### src/rtl/ddr_cmd_guard_pkg.sv
package ddr_cmd_guard_pkg;

    typedef enum logic [3:0] {
        CMD_DESEL = 4'd0,
        CMD_NOP   = 4'd1,
        CMD_MRS   = 4'd2,
        CMD_EMRS  = 4'd3,
        CMD_REF   = 4'd4,
        CMD_ACT   = 4'd5,
        CMD_PRE   = 4'd6,
        CMD_PREA  = 4'd7,
        CMD_RD    = 4'd8,
        CMD_RDA   = 4'd9,
        CMD_WR    = 4'd10,
        CMD_WRA   = 4'd11,
        CMD_BST   = 4'd12,
        CMD_HOLD  = 4'd13
    } cmd_e;

endpackage

### src/rtl/ddr_cmd_decode.sv
module ddr_cmd_decode
    import ddr_cmd_guard_pkg::*;
(
    input  logic cke_prev,
    input  logic cs_n,
    input  logic ras_n,
    input  logic cas_n,
    input  logic we_n,
    input  logic a10,
    input  logic ba0,
    output cmd_e cmd
);

    always_comb begin
        cmd = CMD_NOP;
        if (!cke_prev) begin
            cmd = CMD_HOLD;
        end else if (cs_n) begin
            cmd = CMD_DESEL;
        end else begin
            unique case ({ras_n, cas_n, we_n})
                3'b000: cmd = ba0 ? CMD_EMRS : CMD_MRS;
                3'b001: cmd = CMD_REF;
                3'b011: cmd = CMD_ACT;
                3'b010: cmd = a10 ? CMD_PREA : CMD_PRE;
                3'b101: cmd = a10 ? CMD_RDA : CMD_RD;
                3'b100: cmd = a10 ? CMD_WRA : CMD_WR;
                3'b110: cmd = CMD_BST;
                default: cmd = CMD_NOP;
            endcase
        end
    end

endmodule

### src/rtl/ddr_bank_timer.sv
module ddr_bank_timer #(
    parameter int RD_LOCK  = 5,
    parameter int WR_LOCK  = 8,
    parameter int PRE_LOCK = 3,
    localparam int MAX_LOCK = (WR_LOCK > RD_LOCK) ? WR_LOCK : RD_LOCK,
    localparam int CNT_W    = $clog2(MAX_LOCK + 1)
) (
    input  logic clk,
    input  logic rst_n,
    input  logic op_act,
    input  logic op_pre,
    input  logic op_rd_ap,
    input  logic op_wr_ap,
    output logic active_o,
    output logic locked_o
);

    localparam logic [CNT_W-1:0] RD_LOAD  = CNT_W'(RD_LOCK - 1);
    localparam logic [CNT_W-1:0] WR_LOAD  = CNT_W'(WR_LOCK - 1);
    localparam logic [CNT_W-1:0] PRE_LOAD = CNT_W'(PRE_LOCK - 1);

    typedef struct packed {
        logic             active;
        logic [CNT_W-1:0] cnt;
    } bank_t;

    bank_t bank_d, bank_q;

    always_comb begin
        bank_d = bank_q;
        if (bank_q.cnt != '0) begin
            bank_d.cnt = bank_q.cnt - 1'b1;
        end
        if (op_act) begin
            bank_d.active = 1'b1;
        end else if (op_rd_ap) begin
            bank_d.active = 1'b0;
            bank_d.cnt    = RD_LOAD;
        end else if (op_wr_ap) begin
            bank_d.active = 1'b0;
            bank_d.cnt    = WR_LOAD;
        end else if (op_pre && bank_q.active) begin
            bank_d.active = 1'b0;
            bank_d.cnt    = PRE_LOAD;
        end
    end

    always_ff @(posedge clk or negedge rst_n) begin
        if (!rst_n) begin
            bank_q <= '0;
        end else begin
            bank_q <= bank_d;
        end
    end

    assign active_o = bank_q.active;
    assign locked_o = (bank_q.cnt != '0);

    // the guard only opens a closed, free bank
    p_act_when_free_r8: assert property (@(posedge clk) disable iff (!rst_n)
        op_act |-> (!active_o && !locked_o));

    // an accepted read with auto-precharge leaves the bank closed and locked
    p_rd_ap_locks_r3: assert property (@(posedge clk) disable iff (!rst_n)
        op_rd_ap |=> (locked_o && !active_o));

    // an accepted write with auto-precharge leaves the bank closed and locked
    p_wr_ap_locks_r4: assert property (@(posedge clk) disable iff (!rst_n)
        op_wr_ap |=> (locked_o && !active_o));

    // an open bank never carries a running lock
    p_open_unlocked_r6: assert property (@(posedge clk) disable iff (!rst_n)
        active_o |-> !locked_o);

endmodule

### src/rtl/ddr_cmd_guard.sv
module ddr_cmd_guard
    import ddr_cmd_guard_pkg::*;
#(
    parameter int BURST_LEN = 4,
    parameter int T_RP      = 3,
    parameter int T_WR      = 2,
    parameter int BA_W      = 2,
    localparam int NUM_BANKS = 1 << BA_W,
    localparam int RD_LOCK   = BURST_LEN / 2 + T_RP,
    localparam int WR_LOCK   = BURST_LEN / 2 + 1 + T_WR + T_RP
) (
    input  logic            clk,
    input  logic            rst_n,
    input  logic            cke,
    input  logic            cs_n,
    input  logic            ras_n,
    input  logic            cas_n,
    input  logic            we_n,
    input  logic            a10,
    input  logic [BA_W-1:0] ba,
    output logic [3:0]      cmd_code,
    output logic            viol,
    output logic [BA_W-1:0] viol_bank
);

    typedef struct packed {
        cmd_e            code;
        logic            viol;
        logic [BA_W-1:0] bank;
        logic            cke;
    } out_t;

    out_t state_d, state_q;
    cmd_e dec_cmd;

    logic [NUM_BANKS-1:0] bank_active, bank_locked, bank_busy;
    logic [NUM_BANKS-1:0] op_act, op_pre, op_rd_ap, op_wr_ap;

    ddr_cmd_decode u_decode (
        .cke_prev (state_q.cke),
        .cs_n     (cs_n),
        .ras_n    (ras_n),
        .cas_n    (cas_n),
        .we_n     (we_n),
        .a10      (a10),
        .ba0      (ba[0]),
        .cmd      (dec_cmd)
    );

    for (genvar g = 0; g < NUM_BANKS; g++) begin : g_bank
        ddr_bank_timer #(
            .RD_LOCK  (RD_LOCK),
            .WR_LOCK  (WR_LOCK),
            .PRE_LOCK (T_RP)
        ) u_timer (
            .clk      (clk),
            .rst_n    (rst_n),
            .op_act   (op_act[g]),
            .op_pre   (op_pre[g]),
            .op_rd_ap (op_rd_ap[g]),
            .op_wr_ap (op_wr_ap[g]),
            .active_o (bank_active[g]),
            .locked_o (bank_locked[g])
        );
    end

    assign bank_busy = bank_active | bank_locked;

    logic [BA_W-1:0] first_busy, first_locked;
    logic            bad;

    always_comb begin
        first_busy   = '0;
        first_locked = '0;
        for (int i = NUM_BANKS - 1; i >= 0; i--) begin
            if (bank_busy[i])   first_busy   = BA_W'(i);
            if (bank_locked[i]) first_locked = BA_W'(i);
        end
    end

    always_comb begin
        state_d      = state_q;
        state_d.cke  = cke;
        state_d.code = dec_cmd;
        state_d.bank = '0;
        bad          = 1'b0;
        op_act       = '0;
        op_pre       = '0;
        op_rd_ap     = '0;
        op_wr_ap     = '0;

        unique case (dec_cmd)
            CMD_ACT: begin
                bad          = bank_active[ba] | bank_locked[ba];
                state_d.bank = ba;
            end
            CMD_RD, CMD_RDA, CMD_WR, CMD_WRA: begin
                bad          = !bank_active[ba] | bank_locked[ba];
                state_d.bank = ba;
            end
            CMD_PRE: begin
                bad          = bank_locked[ba];
                state_d.bank = ba;
            end
            CMD_PREA: begin
                bad          = |bank_locked;
                state_d.bank = first_locked;
            end
            CMD_MRS, CMD_EMRS, CMD_REF: begin
                bad          = |bank_busy;
                state_d.bank = first_busy;
            end
            default: bad = 1'b0;
        endcase

        if (!bad) begin
            state_d.bank = '0;
            unique case (dec_cmd)
                CMD_ACT:  op_act[ba]   = 1'b1;
                CMD_RDA:  op_rd_ap[ba] = 1'b1;
                CMD_WRA:  op_wr_ap[ba] = 1'b1;
                CMD_PRE:  op_pre[ba]   = 1'b1;
                CMD_PREA: op_pre       = '1;
                default:  op_pre       = '0;
            endcase
        end
        state_d.viol = bad;
    end

    always_ff @(posedge clk or negedge rst_n) begin
        if (!rst_n) begin
            state_q <= '{code: CMD_DESEL, viol: 1'b0, bank: '0, cke: 1'b0};
        end else begin
            state_q <= state_d;
        end
    end

    assign cmd_code  = state_q.code;
    assign viol      = state_q.viol;
    assign viol_bank = state_q.bank;

    // a deselected cycle is never reported as illegal
    p_desel_clean_r1: assert property (@(posedge clk) disable iff (!rst_n)
        (state_q.code == CMD_DESEL) |-> !state_q.viol);

    // a held cycle is never reported as illegal
    p_hold_clean_r12: assert property (@(posedge clk) disable iff (!rst_n)
        (state_q.code == CMD_HOLD) |-> !state_q.viol);

    // at most one bank is opened per cycle
    p_single_open_r10: assert property (@(posedge clk) disable iff (!rst_n)
        $onehot0(op_act));

    // no bank is reported when the flag is low
    p_bank_quiet_r11: assert property (@(posedge clk) disable iff (!rst_n)
        !state_q.viol |-> (state_q.bank == '0));

endmodule

### config.mk
export PLATFORM = sky130hd
export DESIGN_NAME = ddr_cmd_guard
export DESIGN_NICKNAME = d
export VERILOG_FILES = /design/src/rtl/ddr_cmd_guard_pkg.sv /design/src/rtl/ddr_cmd_decode.sv /design/src/rtl/ddr_bank_timer.sv /design/src/rtl/ddr_cmd_guard.sv
export SDC_FILE = /design/constraint.sdc
export NUM_CORES = 1
export LEC_CHECK = 0
export CORE_MARGIN = 2
export CORE_UTILIZATION = 50
export CTS_BUF_LIST = sky130_fd_sc_hd__clkbuf_8 sky130_fd_sc_hd__clkbuf_16
export CTS_CLUSTER_SIZE = 30
export DETAILED_ROUTE_END_ITERATION = 8
export DONT_BUFFER_PORTS = 1
export PLACE_DENSITY = 0.78
export REMOVE_ABC_BUFFERS = 1
export SLEW_MARGIN = 10
export SYNTH_ARGS = -nofsm -noshare
export SYNTH_HDL_FRONTEND = slang
export SYNTH_SLANG_ARGS = --single-unit
### constraint.sdc
create_clock -name clk -period 2.3 [get_ports clk]
set_input_delay 0.23 -clock clk [delete_from_list [all_inputs] [get_ports clk]]
set_output_delay 0.23 -clock clk [all_outputs]
set_load 0.03 [all_outputs]
==> impl_metrics.tcl, run 1 <==
set metrics [dict create \
    status "complete, no violations" \
    endpoint_kind "register" \
    ys_seq_elements 28 \
    cp.required_ps 2470 \
    place.port_buffers 0 \
    hold_viol 0 \
    synthAdderAreaFrac_pct 2.80 \
    synth_xor_area_share_pct 1.96 \
    cts-root-buf "clkbuf_8" \
    hold_ws_ps 34.5 \
    synth_compound_area_share_pct 23.4 \
    period_needed_ps 2250 \
    clockBufferDepth 2 \
    synth-edff-count 0 \
    finalSetupViolCount 0 \
    grt_pass1_wl_um 7780 \
    clock_skew_ps 6.74 \
    drc 0 \
    peakVddDrop_mv 0.489 \
    numCtsBuffers 3 \
    synth.mux.area_fraction_pct 3.92 \
    syn_inst 193 \
    slew_violations 0 \
    grt_pass1_vias 1733 \
    place.gp.congestion 0.883 \
    die_w_um 63.8 \
    cp-startpoint "g_bank[3].u_timer.bank_q[0]" \
    p_leak_nw 0.890 \
    worstMarginPinSlew_ps 482 \
    area_growth_pct 21.0 \
    cts_htree_levels 1 \
    worstSetupPathType "reg -> reg" \
    dp_hpwl_um 3340 \
    syn_area_per_cell_sq_um 9.27 \
    grt_usage_pct 24.2 \
    power_w 0.00225 \
    holdCritPathClass "in -> reg" \
    cts.sinks 28 \
    clock_latency_ps 280 \
    max_stage_delay_ps 520 \
    grt_overflow_total 0 \
    synth_top_family_by_area "simple AND/OR/NAND/NOR gates" \
    io_pins 17 \
    synth_ff_type "dfrtp_1" \
    drtIter0Drc 156 \
    yosysWarnings 0 \
    fp.dieArea_sq_um 4070 \
    vias 1648 \
    synth-simple-area-share_pct 23.8 \
    fin_crit_sh_pct 97.6 \
    finalNetCount 231 \
    pwr_density_cell_nw_per_um2 1040 \
    yosysSeqAreaShare_pct 39.2 \
    crit_path_top_delay_cell "mux4_2" \
    max_freq_mhz 445 \
    std_cell_rows 21 \
    antenna_left 0 \
    die_h_um 63.8 \
    first_pass_iters 4 \
    crit_chain "inv_2, ha_4, nor3b_2, mux4_2, a211oi_4, nor2_2, buf_4, a211o_1" \
    antenna_found_initial 0 \
    syn-cell-area_sq_um 1790 \
    drv_cap 0 \
    synthDistinctLibCells 50 \
    hp-start "cs_n" \
    async_reset_ff_share_pct 100 \
    tritoncts "yes" \
    critPathMaxFanout 3 \
    cp-start-kind "register" \
    worstPathBufferInverterCount 2 \
    antenna-diode-count 0 \
    drive_above_1_share_pct 23.6 \
    reg2reg_from "g_bank[3].u_timer.bank_q[0]" \
    via_per_inst 6.29 \
    slew-limit-headroom_pct 67.6 \
    grt_max_degree 29 \
    critPathTopFamily "compound AO/OA/AOI/OAI gates" \
    worstPathArrival_ps 2410 \
    wl_per_cell_um 17.5 \
    setup-tns-final_ps 0 \
    start_util_pct 52.8 \
    drt_wl_total_um 4580 \
    path_clk_slew_ps 100 \
    core-area_sq_um 3390 \
]
[cells in the mapped netlist (3+ instances only)]
cell type  instances  area share, %
nor3b_1            3            1.3
nor2b_1            5            1.7
inv_1             13            2.7
xnor2_1            4            2.0
o31ai_1            4            1.7
nor3_1             9            2.5
a21o_1             4            1.7
nor2_1            13            2.7
nand3_1           10            2.8
nand2b_1           7            2.4
o221ai_1           3            1.5
buf_2              3           0.84
o211ai_1           3            1.3
a21oi_1            6            1.7
and2_1             6            2.1
o32a_1             3            1.7
nand2_1            9            1.9
o22ai_1            3            1.0
dfrtp_1           28             39
o21ai_0           10            2.8
ha_1               4            2.8
nand3b_1           3            1.3
clkbuf_1           3           0.63
[area by class of cell]
class | instances | area, sq um
Fill cell | 270 | 1220
Multi-Input combinational cell | 144 | 1070
Sequential cell | 28 | 701
Timing Repair Buffer | 26 | 225
Tap cell | 46 | 57.6
Clock buffer | 4 | 55.1
Inverter | 14 | 52.6
[report_power, final]
group	total (W)	switching [W]	internal, W
logic	0.00115	0.000531	0.000618
clock network	0.000303	0.000150	0.000153
registers	0.000803	0.000144	0.000659
[per-layer routing]
metal	vias to the layer above	share of wire (%)	GRT usage, %
li1	766	-	-
met1	804	40	29.0
met2	63	52	42.7
met3	15	5.5	3.52
met4	0	2.7	10.9
met5	-	0	0
[metrics by stage]
| step | std cells | worst slack, ps | util [%] | area [sq um] |
|---|---|---|---|---|
| 2_1_floorplan | 186 | 9.57 | - | 1750 |
| 3_3_place_gp | 250 | 46.3 | 57.7 | 1960 |
| 3_5_place_dp | 250 | -69.3 | 57.7 | 1960 |
| 4_1_cts | 257 | 16.0 | 61.6 | 2090 |
| 5_1_grt | 262 | -35.0 | 63.9 | 2170 |
| 6_report | 262 | 54.2 | 63.9 | 2170 |
[logic make-up (layout without fill, tap and decap cells)]
group / after synthesis / after routing
fa+ha+maj: 4 / 4
xor+xnor: 4 / 4
compound gates: 56 / 56
buf+inv: 21 / 44
flops: 28 / 28
mux: 4 / 4
simple gates: 76 / 76
[worst paths after layout]
path	to	slack, ps	depth (start not counted)
min in group asynchronous	cmd_code[3]	380	2
max	g_bank[0].u_timer.bank_q[1]	50	8
min	cmd_code[3]	30	1
min reg2reg	g_bank[3].u_timer.bank_q[3]	570	1
max in group asynchronous	g_bank[2].u_timer.bank_q[0]	1760	2
max reg2reg	g_bank[0].u_timer.bank_q[1]	50	8
[placed cells by master (no fill, tap or decap), types with 3 or more instances in the layout]
| cell | instances |
|---|---|
| dfrtp_1 | 28 |
| nand2_1 | 9 |
| xnor2_1 | 4 |
| buf_4 | 22 |
| o31ai_1 | 4 |
| a21oi_1 | 6 |
| clkbuf_8 | 4 |
| inv_1 | 9 |
| ha_4 | 3 |
| nor2b_1 | 5 |
| nor3_1 | 9 |
| a21o_1 | 4 |
| nand2b_1 | 7 |
| o221ai_1 | 3 |
| o211ai_1 | 3 |
| o22ai_1 | 3 |
| nand3_1 | 10 |
| o21ai_0 | 10 |
| and2_1 | 5 |
| o32a_1 | 3 |
| inv_2 | 5 |
| nor2_1 | 12 |
| nand3b_1 | 3 |
[registers in the layout, summed over array words and instances (netlist names)]
signal                   cells
viol_bank                    2
cmd_code                     4
state_q                      1
g_bank.u_timer.active_o      4
viol                         1
g_bank.u_timer.bank_q       16
[timing repair]
item	4_1_cts	5_1_grt
hold endpoints to repair	29	0
pin swaps	3	4
setup endpoints to repair	4	15
setup buffers	1	5
gates resized for setup	9	10
hold buffers	3	0
Power figures use the tool's default switching activity.
==> run 2: changes to the inputs <==
--- a/config.mk
+++ b/config.mk
@@ -13,6 +13,7 @@
 export DONT_BUFFER_PORTS = 1
 export PLACE_DENSITY = 0.78
 export REMOVE_ABC_BUFFERS = 1
+export SKIP_LAST_GASP = 1
 export SLEW_MARGIN = 10
 export SYNTH_ARGS = -nofsm -noshare
 export SYNTH_HDL_FRONTEND = slang
==> constraint.sdc (replaced) <==
create_clock -name clk -period 2.3 [get_ports clk]
set_input_delay 0.345 -clock clk [delete_from_list [all_inputs] [get_ports clk]]
set_output_delay 0.345 -clock clk [all_outputs]
set_load 0.03 [all_outputs]
==> impl_metrics.tcl, run 2 (synthesis results as in run 1) <==
set metrics [dict create \
    antenna_left 0 \
    layout_setup_ws_ps 57.0 \
    dp_hpwl_um 3340 \
    antenna-diode-count 0 \
    grt_pass1_wl_um 7780 \
    clock_skew_ps 7.01 \
    hold_viol 0 \
    clockBufferDepth 2 \
    layout_common_cells "dfrtp_1 (28), buf_4 (22), nor2_1 (12)" \
    r2r_setup_slack_ps 60 \
    die_h_um 63.8 \
    status "complete, no violations" \
    cp.required_ps 2470 \
    drv_cap 0 \
    mostFrequentLayoutCell "dfrtp_1" \
    grt_pass1_vias 1733 \
    finalSetupViolCount 0 \
    via_per_inst 6.29 \
    cts-root-buf "clkbuf_8" \
    place.gp.congestion 0.883 \
    wl_per_cell_um 17.5 \
    first_pass_iters 4 \
    area_growth_pct 20.5 \
    grt_usage_pct 24.2 \
    routed.top_layer "met4" \
    std_cell_rows 21 \
    io_pins 17 \
    slew-limit-headroom_pct 66.6 \
    pwr_density_cell_nw_per_um2 1050 \
    numCtsBuffers 3 \
    antenna_found_initial 0 \
    place.port_buffers 0 \
    place_ws_ps -69.3 \
    intPower_w 0.00143 \
    largest-register "g_bank.u_timer.bank_q" \
    switchingPower_w 0.000824 \
    clock_latency_ps 280 \
    crit_end "g_bank[0].u_timer.bank_q[1]" \
    slew_violations 0 \
    seqPwrFrac_pct 35.6 \
    period_needed_ps 2240 \
    cts_htree_levels 1 \
    die_w_um 63.8 \
    largest_reg_flops 16 \
    reg2reg_from "g_bank[3].u_timer.bank_q[0]" \
    start_util_pct 52.8 \
    wl_met3_um 230 \
    drt_wl_total_um 4580 \
    p_sw_share_pct 36.6 \
    cts.sinks 28 \
    worst_r2r_path_depth 8 \
    worstSetupPathType "reg -> reg" \
    fp.dieArea_sq_um 4070 \
    clkPwrFrac_pct 13.5 \
    max_freq_mhz 446 \
    met1_length_um 1840 \
    route.met2.wl_um 2390 \
    holdCritPathClass "in -> reg" \
    pwr-share-comb_pct 50.9 \
    setup-tns-final_ps 0 \
    drtIter0Drc 198 \
    finalNetCount 230 \
    endpoint_kind "register" \
    grt_max_degree 29 \
    path_clk_slew_ps 100 \
    vias 1642 \
    critPathMaxFanout 3 \
    core-area_sq_um 3390 \
    grt_overflow_total 0 \
    peakVddDrop_mv 0.489 \
    cp-startpoint "g_bank[3].u_timer.bank_q[0]" \
    fin_crit_sh_pct 97.5 \
    r2r_end "g_bank[0].u_timer.bank_q[1]" \
    drc 0 \
    p_leak_nw 0.885 \
    cp-start-kind "register" \
    worstMarginPinSlew_ps 496 \
    tritoncts "yes" \
    drive_above_1_share_pct 23.7 \
    worstPathArrival_ps 2410 \
]
==> run 2: layer usage <==
| metal | global-route usage [%] | up-vias |
|---|---|---|
| met4 | 10.9 | 0 |
| met2 | 42.7 | 62 |
| met5 | 0 | - |
| met1 | 29.0 | 801 |
| li1 | - | 764 |
| met3 | 3.52 | 15 |
==> run 2: worst min path at each step <==
stage,startpoint,end,slack (ps),cells after the start
2_1_floorplan,rst_n,cmd_code[0],50,0
3_3_place_gp,rst_n,cmd_code[2],50,0
3_5_place_dp,rst_n,cmd_code[3],50,0
6_report,cke,state_q[0],90,0
4_1_cts,cke,state_q[0],90,0
5_1_grt,cke,state_q[0],80,0
==> run 2: cell type report <==
type                       instances  area (sq um)
clock buffer                       4          55.1
multi-input combinational        144          1070
tap                               46          57.6
timing repair buffer              25           215
sequential                        28           701
inverter                          14          52.6
fill                             271          1230
==> run 2: worst max-delay path, cell delays in order (launching register included) <==
cell and delay [ps]:
dfrtp_1 390, inv_2 70, ha_4 150, nor3b_2 160
mux4_2 520, a211oi_4 310, nor2_2 90, buf_4 150
a211o_1 290
==> run 2: power by group through the flow <==
stage                     logic, W  registers (W)  clock network, W
after floorplan           0.000676       0.000775                 0
after global placement    0.000908       0.000776                 0
after detailed placement  0.000957       0.000795                 0
after CTS                  0.00102       0.000797          0.000308
after global routing       0.00127       0.000824          0.000332
final                      0.00115       0.000803          0.000304
==> run 2: through the flow <==
| stage | power (W) | cells | cell area [sq um] | util [%] | hold WS [ps] |
|---|---|---|---|---|---|
| 2_1_floorplan | 0.00145 | 186 | 1750 | - | 49.4 |
| 3_3_place_gp | 0.00168 | 250 | 1960 | 57.7 | 50.0 |
| 3_5_place_dp | 0.00175 | 250 | 1960 | 57.7 | 50.0 |
| 4_1_cts | 0.00213 | 256 | 2080 | 61.4 | 86.4 |
| 5_1_grt | 0.00242 | 261 | 2160 | 63.6 | 79.4 |
| 6_report | 0.00225 | 261 | 2160 | 63.6 | 85.6 |
==> run 2: timing repair <==
action / 4_1_cts / 5_1_grt
cloned: 0 / 0
setup endpoints to repair: 4 / 15
setup buffers: 1 / 5
hold buffers: 2 / 0
pin swaps: 3 / 4
endpoints found under the hold margin: 28 / 0
resized for setup: 9 / 10
